File: config.mk
export PLATFORM = sky130hd
export DESIGN_NAME = hmad_unit
export DESIGN_NICKNAME = d
export VERILOG_FILES = /design/src/rtl/hmad_pkg.sv /design/src/rtl/hmad_opsel.sv /design/src/rtl/hmad_cond_c.sv /design/src/rtl/hmad_accum.sv /design/src/rtl/hmad_unit.sv
export SDC_FILE = /design/constraint.sdc
export NUM_CORES = 1
export LEC_CHECK = 0
export BUFFER_PORTS_ARGS = -buffer_cell sky130_fd_sc_hd__buf_4
export CAP_MARGIN = 0
export CORE_MARGIN = 2
export CORE_UTILIZATION = 30
export DETAILED_ROUTE_END_ITERATION = 6
export HOLD_SLACK_MARGIN = 0.02
export PLACE_DENSITY = 0.57
export SYNTH_ARGS = -nofsm -noshare
export SYNTH_HDL_FRONTEND = slang
export SYNTH_SLANG_ARGS = --single-unit
File: constraint.sdc
create_clock -name clk -period 16.1 [get_ports clk]
set_input_delay 3.22 -clock clk [delete_from_list [all_inputs] [get_ports clk]]
set_output_delay 3.22 -clock clk [all_outputs]
set_load 0.01 [all_outputs]
File: src/rtl/hmad_pkg.sv
package hmad_pkg;

    typedef enum logic [1:0] {
        CM_PASS  = 2'd0,
        CM_LOW   = 2'd1,
        CM_HIGH  = 2'd2,
        CM_ADD_B = 2'd3
    } cmode_e;

    typedef enum logic [1:0] {
        SF_REG_REG   = 2'd0,
        SF_CONST_B   = 2'd1,
        SF_CONST_C   = 2'd2,
        SF_IMM_B     = 2'd3
    } src_form_e;

    typedef struct packed {
        logic      a_hi;
        logic      b_hi;
        logic      shl;
        cmode_e    cmode;
        logic      merge;
        src_form_e form;
    } hmad_ctrl_t;

    // merging is suppressed for the register-B / constant-C form
    function automatic logic merge_allowed(input src_form_e f);
        return f != SF_CONST_C;
    endfunction

    function automatic logic imm_b_form(input src_form_e f);
        return f == SF_IMM_B;
    endfunction

endpackage

File: src/rtl/hmad_opsel.sv
module hmad_opsel
    import hmad_pkg::*;
#(
    parameter int DATA_W = 32
) (
    input  logic [DATA_W-1:0]   a_word,
    input  logic [DATA_W-1:0]   b_word,
    input  hmad_ctrl_t          ctl,
    output logic [DATA_W/2-1:0] a_half,
    output logic [DATA_W/2-1:0] b_half,
    output logic [DATA_W-1:0]   b_eff
);
    localparam int HALF_W = DATA_W / 2;

    // effective B: immediate form keeps only the low half
    always_comb begin
        if (imm_b_form(ctl.form))
            b_eff = {{HALF_W{1'b0}}, b_word[HALF_W-1:0]};
        else
            b_eff = b_word;
    end

    always_comb begin
        a_half = ctl.a_hi ? a_word[DATA_W-1:HALF_W] : a_word[HALF_W-1:0];
        b_half = ctl.b_hi ? b_eff[DATA_W-1:HALF_W]  : b_eff[HALF_W-1:0];
    end

endmodule

File: src/rtl/hmad_cond_c.sv
module hmad_cond_c
    import hmad_pkg::*;
#(
    parameter int DATA_W = 32
) (
    input  logic [DATA_W-1:0] c_word,
    input  logic [DATA_W-1:0] b_eff,
    input  cmode_e            mode,
    output logic [DATA_W-1:0] c_cond
);
    localparam int HALF_W = DATA_W / 2;

    always_comb begin
        unique case (mode)
            CM_PASS:  c_cond = c_word;
            CM_LOW:   c_cond = {{HALF_W{1'b0}}, c_word[HALF_W-1:0]};
            CM_HIGH:  c_cond = {{HALF_W{1'b0}}, c_word[DATA_W-1:HALF_W]};
            CM_ADD_B: c_cond = c_word + (b_eff << HALF_W);
            default:  c_cond = c_word;
        endcase
    end

endmodule

File: src/rtl/hmad_accum.sv
module hmad_accum #(
    parameter int DATA_W = 32
) (
    input  logic [DATA_W/2-1:0] a_half,
    input  logic [DATA_W/2-1:0] b_half,
    input  logic                shl,
    input  logic [DATA_W-1:0]   c_cond,
    input  logic                merge_eff,
    input  logic [DATA_W-1:0]   b_eff,
    output logic [DATA_W-1:0]   res_d
);
    localparam int HALF_W = DATA_W / 2;

    logic [DATA_W-1:0] prod_raw;
    logic [DATA_W-1:0] prod_adj;
    logic [DATA_W-1:0] sum;

    always_comb begin
        prod_raw = DATA_W'(a_half) * DATA_W'(b_half);
        prod_adj = shl ? (prod_raw << HALF_W) : prod_raw;
        sum      = prod_adj + c_cond;
        if (merge_eff)
            res_d = {b_eff[HALF_W-1:0], sum[HALF_W-1:0]};
        else
            res_d = sum;
    end

endmodule

File: src/rtl/hmad_unit.sv
module hmad_unit
    import hmad_pkg::*;
#(
    parameter int DATA_W = 32
) (
    input  logic              clk,
    input  logic              rst,
    input  logic              in_valid,
    input  logic [DATA_W-1:0] a_in,
    input  logic [DATA_W-1:0] b_in,
    input  logic [DATA_W-1:0] c_in,
    input  logic              sel_a_hi,
    input  logic              sel_b_hi,
    input  logic              prod_shl,
    input  logic [1:0]        c_mode,
    input  logic              merge_en,
    input  logic [1:0]        src_form,
    output logic              out_valid,
    output logic [DATA_W-1:0] result
);
    localparam int HALF_W = DATA_W / 2;

    hmad_ctrl_t          ctl;
    logic [HALF_W-1:0]   a_half;
    logic [HALF_W-1:0]   b_half;
    logic [DATA_W-1:0]   b_eff;
    logic [DATA_W-1:0]   c_cond;
    logic [DATA_W-1:0]   res_d;
    logic                merge_eff;

    always_comb begin
        ctl.a_hi  = sel_a_hi;
        ctl.b_hi  = sel_b_hi;
        ctl.shl   = prod_shl;
        ctl.cmode = cmode_e'(c_mode);
        ctl.merge = merge_en;
        ctl.form  = src_form_e'(src_form);
        merge_eff = ctl.merge && merge_allowed(ctl.form);
    end

    hmad_opsel #(.DATA_W(DATA_W)) u_opsel (
        .a_word (a_in),
        .b_word (b_in),
        .ctl    (ctl),
        .a_half (a_half),
        .b_half (b_half),
        .b_eff  (b_eff)
    );

    hmad_cond_c #(.DATA_W(DATA_W)) u_cond (
        .c_word (c_in),
        .b_eff  (b_eff),
        .mode   (ctl.cmode),
        .c_cond (c_cond)
    );

    hmad_accum #(.DATA_W(DATA_W)) u_accum (
        .a_half    (a_half),
        .b_half    (b_half),
        .shl       (ctl.shl),
        .c_cond    (c_cond),
        .merge_eff (merge_eff),
        .b_eff     (b_eff),
        .res_d     (res_d)
    );

    always_ff @(posedge clk) begin
        if (rst) begin
            out_valid <= 1'b0;
            result    <= '0;
        end else begin
            out_valid <= in_valid;
            if (in_valid)
                result <= res_d;
        end
    end

    // strobe gives a valid result one edge later
    a_r9_valid_next: assert property (@(posedge clk) disable iff (rst)
        in_valid |=> out_valid);

    // no strobe, no valid
    a_r9_idle_next: assert property (@(posedge clk) disable iff (rst)
        !in_valid |=> !out_valid);

    // result holds without a strobe
    a_r9_hold: assert property (@(posedge clk) disable iff (rst)
        !in_valid |=> $stable(result));

    // reset clears the valid flag and result
    a_r10_reset_clear: assert property (@(posedge clk)
        rst |=> (!out_valid && result == '0));

    // merging places B low half on top
    a_r6_merge_high: assert property (@(posedge clk) disable iff (rst)
        (in_valid && merge_en && src_form != 2'd2)
        |=> result[DATA_W-1:HALF_W] == $past(b_in[HALF_W-1:0]));

    // shifted product leaves the low half to the addend
    a_r3_shift_low: assert property (@(posedge clk) disable iff (rst)
        (in_valid && prod_shl && c_mode == 2'd1)
        |=> result[HALF_W-1:0] == $past(c_in[HALF_W-1:0]));

endmodule

==> results of run 1 <==
## worst min path at each step
stage / from / endpoint / slack, ns
after CTS: result[18] / result[18] / 0.48
after detailed placement: result[18] / result[18] / 0.47
after global placement: result[18] / result[18] / 0.47
final: result[18] / result[18] / 0.49
after global routing: result[2] / result[2] / 0.50
after floorplan: result[27] / result[27] / 0.49
## tightest hold or removal path: stages, from the launching register on
cell	delay, ns
dfxtp_1	0.31
nor2_1	0.08
nor3_1	0.05
## routing by layer
layer / part of all wire [%] / vias up / GRT usage, %
met5: 0 / - / 0
li1: - / 5550 / -
met4: 2.7 / 0 / 5.28
met1: 46 / 5739 / 29.4
met3: 6.5 / 49 / 1.98
met2: 44 / 457 / 32.9
## state kept, by name, summed over array words and instances, names as in the netlist
register and flops:
out_valid 1, result 32
## layout make-up
type,instances,area (um^2),share of cell area (%)
repair buffers,158,1190,7.94
flip-flops and latches,33,661,4.42
clock inverters,1,30.0,0.201
well taps,585,732,4.90
inverters,239,897,6.01
diodes,1,2.50,0.0168
clock buffers,7,143,0.955
multi-input cells,1295,11300,75.6
## cell families after synthesis
group,after synthesis,share of synthesized area [%]
compound gates,300,15.1
flops,33,5.07
xor+xnor,58,3.90
fa+ha+maj,346,44.5
simple gates,523,17.5
mux,68,5.53
buf+inv,291,8.42
## stage by stage
step,instances,setup slack [ns]
detailed placement,2310,3.52
finish,2319,3.73
floorplan,1619,4.33
global placement,2310,3.66
global route,2318,3.13
CTS,2318,3.72
## placed cells by master (no fill, tap or decap), types with 34 or more instances in the layout
| cell | count |
|---|---|
| nor2_1 | 185 |
| buf_4 | 158 |
| nand2_1 | 206 |
| a21o_1 | 34 |
| ha_1 | 150 |
| mux2i_1 | 35 |
| a21oi_1 | 69 |
| o21ai_0 | 55 |
| fa_1 | 196 |
| inv_1 | 239 |
==> results.cfg, run 1 <==
[critical_path]
slowest_stage = a21boi_2
critPathMaxStageDelay_ns = 0.74
cp.depth = 37
start_kind = input port
reg2reg_slack_ns = 15.16
crit_end = result[30]
cp_data_arrival_time_ns = 12.54
path_class = in -> reg
reg2reg_to = result[29]
regToRegStartpoint = result[29]
worstPathMaxFanout = 28
crit_family = adder cells
reg2reg_depth = 2
cp.buffers_inverters = 7
cp_common_cell = fa_1
end_kind = flip-flop
cp-startpoint = sel_b_hi
worst-endpoint-required_ns = 16.27

[finish]
drive_gt1_share_pct = 12.3
num-nets-final = 2185
post-route-cell-area_um2 = 14900
n_fill_cell = 4620
utilization_pct = 34.8
syn_to_final_growth_pct = 14.6

[synth]
yosys.area.top_type = fa_1
synth_seq_cells = 33
syn_nets = 2072
synth_edf_count = 0
avgSynthCellArea_um2 = 8.05
ys_types = 69
ys_warn_count = 0
synthFlopType = dfxtp_1
synth_area_um2 = 13000
netlist_instances = 1619
synth-seq-area-share_pct = 5.07
async_reset_ff_share_pct = 0
yosys-top-cells-count = inv_1, nand2_1, fa_1
yosysMostFrequentCell = inv_1
yosysTopAreaCellShare_pct = 30.1
synth_area_leaders = fa_1, ha_1, inv_1, nand2_1, nor2_1

[sta]
whs_ns = 0.487
fmax_mhz = 80.9
slew_headroom_pct = 24.7
finalHoldViolCount = 0
period_share_pct = 76.8
finalClockSkew_ns = 0
worst_slew_pin_slew_ns = 1.10
rsz0062_at_grt = no
slew_violations = 0
setup_viol = 0
min_period_ns = 12.37
totalNegativeSetupSlack_ns = 0

[clock_tree]
ctsResizeCount = 0
clockBufferDepth = 2
hold_buffers = 0
cts_sinks = 33
htreeDepth = 2
cts_buffers = 5
cts-root-buf = clkbuf_16
insertion_delay_ns = 0.28
cts_setup_buffers = 0
cts_tree = yes
clkTransAtPathRegs_ns = 0.05

[die]
fp.dieW_um = 212
io_pins = 140
die-area_um2 = 45100
coreArea_um2 = 43000
rows = 76
die_h_um = 212
initial_core_util_pct = 30.3

[global_routing]
grt_max_degree = 53
overflow = 0
antenna_found_initial = 1
grt_usage_pct = 20.5
grt_pass1_vias = 12400
grt_pass1_wl_mm = 71.0

[run_status]
status = complete, no violations

[worst_hold_path]
hold_path_class = reg -> reg
holdPathStages = 2

[detailed_routing]
drc = 0
drtIter0Drc = 892
wl_mm = 44.8
ant_nets = 0
avgRoutedWirePerCell_um = 19.3
vias = 11800
via_per_inst = 5.09
drtPass1Iterations = 5

[placed_design]
gp_congestion = 0.926
port_buffers = 139
dpl.hpwl_mm = 37.9
placedInstanceArea_um2 = 14800

[job]
max-cap-violations = 0
Power of run 1 is not shown: default switching activity piles up to over one toggle a cycle in this logic, so the estimate is an artifact.
==> run 2: changes to the inputs <==
--- a/config.mk
+++ b/config.mk
@@ -11,7 +11,7 @@
 export CORE_UTILIZATION = 30
 export DETAILED_ROUTE_END_ITERATION = 6
 export HOLD_SLACK_MARGIN = 0.02
-export PLACE_DENSITY = 0.57
+export PLACE_DENSITY = 0.59
 export SYNTH_ARGS = -nofsm -noshare
 export SYNTH_HDL_FRONTEND = slang
 export SYNTH_SLANG_ARGS = --single-unit
==> constraint.sdc (replaced) <==
create_clock -name clk -period 10.2 [get_ports clk]
set_input_delay 2.04 -clock clk [delete_from_list [all_inputs] [get_ports clk]]
set_output_delay 2.04 -clock clk [all_outputs]
set_load 0.01 [all_outputs]
==> results.cfg, run 2 (synthesis gave the netlist of run 1 again) <==
[run_status]
status = complete, no violations

[sta]
slew_headroom_pct = 52.6
worst_slew_pin_slew_ns = 0.707
fmax_mhz = 100
rsz0062_at_grt = yes
finalClockSkew_ns = 0
min_period_ns = 9.95
setup_viol = 0
finalHoldViolCount = 0
period_share_pct = 97.6
slew_violations = 0

[clock_tree]
clockBufferDepth = 2
htreeDepth = 2
insertion_delay_ns = 0.29
hold_buffers = 0
cts_buffers = 5
clkTransAtPathRegs_ns = 0.06
cts_tree = yes
cts_sinks = 33
cts-root-buf = clkbuf_16

[job]
max-cap-violations = 0

[critical_path]
reg2reg_slack_ns = 9.22
worst-endpoint-required_ns = 10.38
end_kind = flip-flop
start_kind = input port
reg2reg_to = result[29]
worstPathMaxFanout = 5
cp_common_cell = fa_1
reg2reg_depth = 2
cp_data_arrival_time_ns = 10.13
slowest_stage = fa_1
path_class = in -> reg
critPathMaxStageDelay_ns = 0.57
regToRegStartpoint = result[29]

[die]
coreArea_um2 = 43000
io_pins = 140
die_h_um = 212
die-area_um2 = 45100
fp.dieW_um = 212
initial_core_util_pct = 30.3
rows = 76

[global_routing]
grt_usage_pct = 20.6
overflow = 0
antenna_found_initial = 1
grt_pass1_vias = 12800
grt_max_degree = 53
grt_pass1_wl_mm = 71.5

[finish]
post-route-cell-area_um2 = 17000
largest_reg_flops = 32
drive_gt1_share_pct = 25.3
final_cell_mix = buf_4, inv_1, nand2_1
syn_to_final_growth_pct = 30.2
layout_commonest_cell = buf_4
num-nets-final = 2381
largest_registers = result x32, out_valid x1
n_antenna_cell = 0
regMostFlops = result

[detailed_routing]
drc = 0
via_per_inst = 5.01
avgRoutedWirePerCell_um = 18.5
drtPass1Iterations = 5
vias = 12600
drtIter0Drc = 932
ant_nets = 0
wl_mm = 46.4

[placed_design]
dpl.hpwl_mm = 39.9
port_buffers = 139
gp_congestion = 0.946
placedInstanceArea_um2 = 16200

[worst_hold_path]
holdPathStages = 2
worstHoldStart = result[18]
holdPathEnd = result[18]
hold_path_class = reg -> reg
## run 2: cell types whose count changed in the layout (fill, tap and decap cells not counted), moves of 7 or more
cell     change
buf_6       +16
inv_1       -12
o21ai_0     -13
inv_2       +12
nand2_2     +12
a21oi_2      +7
nand2_1     -14
buf_4      +168
a21oi_1      -9
buf_12      +10
ha_1         -8
## run 2: timing repair
action,CTS,global route
endpoints found under the setup margin,2,9
resized for setup,1,124
gates cloned,0,2
buffers inserted,3,19
pin swaps,1,68
hold endpoints to repair,0,0
## run 2: through the flow
| stage | util [%] | hold WS, ns | setup TNS, ns | instances | worst slack (ns) |
|---|---|---|---|---|---|
| final | 39.5 | 0.487 | 0 | 2514 | 0.248 |
| after global routing | 39.5 | 0.501 | -0.0694 | 2514 | -0.0548 |
| after floorplan | - | 0.494 | 0 | 1619 | 0.0453 |
| after CTS | 38.0 | 0.488 | 0 | 2493 | 0.000377 |
| after detailed placement | 37.6 | 0.475 | -1.41 | 2482 | -0.443 |
| after global placement | 37.6 | 0.468 | -0.832 | 2482 | -0.396 |
## run 2: layer usage
layer,routed length (um),global-route usage (%),vias up
met5,13,0,-
met4,1450,5.74,2
met3,3280,2.73,66
met2,20500,32.4,464
met1,21100,29.4,6103
li1,-,-,5950
## run 2: worst max-delay path: cells and delay by family
| kind | cells | cell delay, ns |
|---|---|---|
| adder cells (fa/ha/maj) | 8 | 3.06 |
| AO/OA/AOI/OAI | 10 | 2.43 |
| AND/OR/NAND/NOR | 6 | 1.15 |
| buffers and inverters | 10 | 1.13 |
| XOR/XNOR | 2 | 0.27 |
## run 2: final cells by class
class                      count  area, um^2
clock inverter                 1        30.0
inverter                     239         897
multi-input combinational   1295       11600
timing repair buffer         354        2860
fill                        4449       26000
clock buffer                   7         143
tap                          585         732
sequential                    33         661
## run 2: worst max-delay path by stage
| stage | from | slack (ns) | end |
|---|---|---|---|
| after floorplan | sel_a_hi | 0.05 | result[30] |
| after global placement | src_form[0] | -0.40 | result[31] |
| after detailed placement | src_form[0] | -0.44 | result[31] |
| after CTS | sel_a_hi | 0.0004 | result[31] |
| after global routing | sel_b_hi | -0.05 | result[30] |
| final | src_form[0] | 0.25 | result[30] |
Power of run 2 is left out for the same reason.
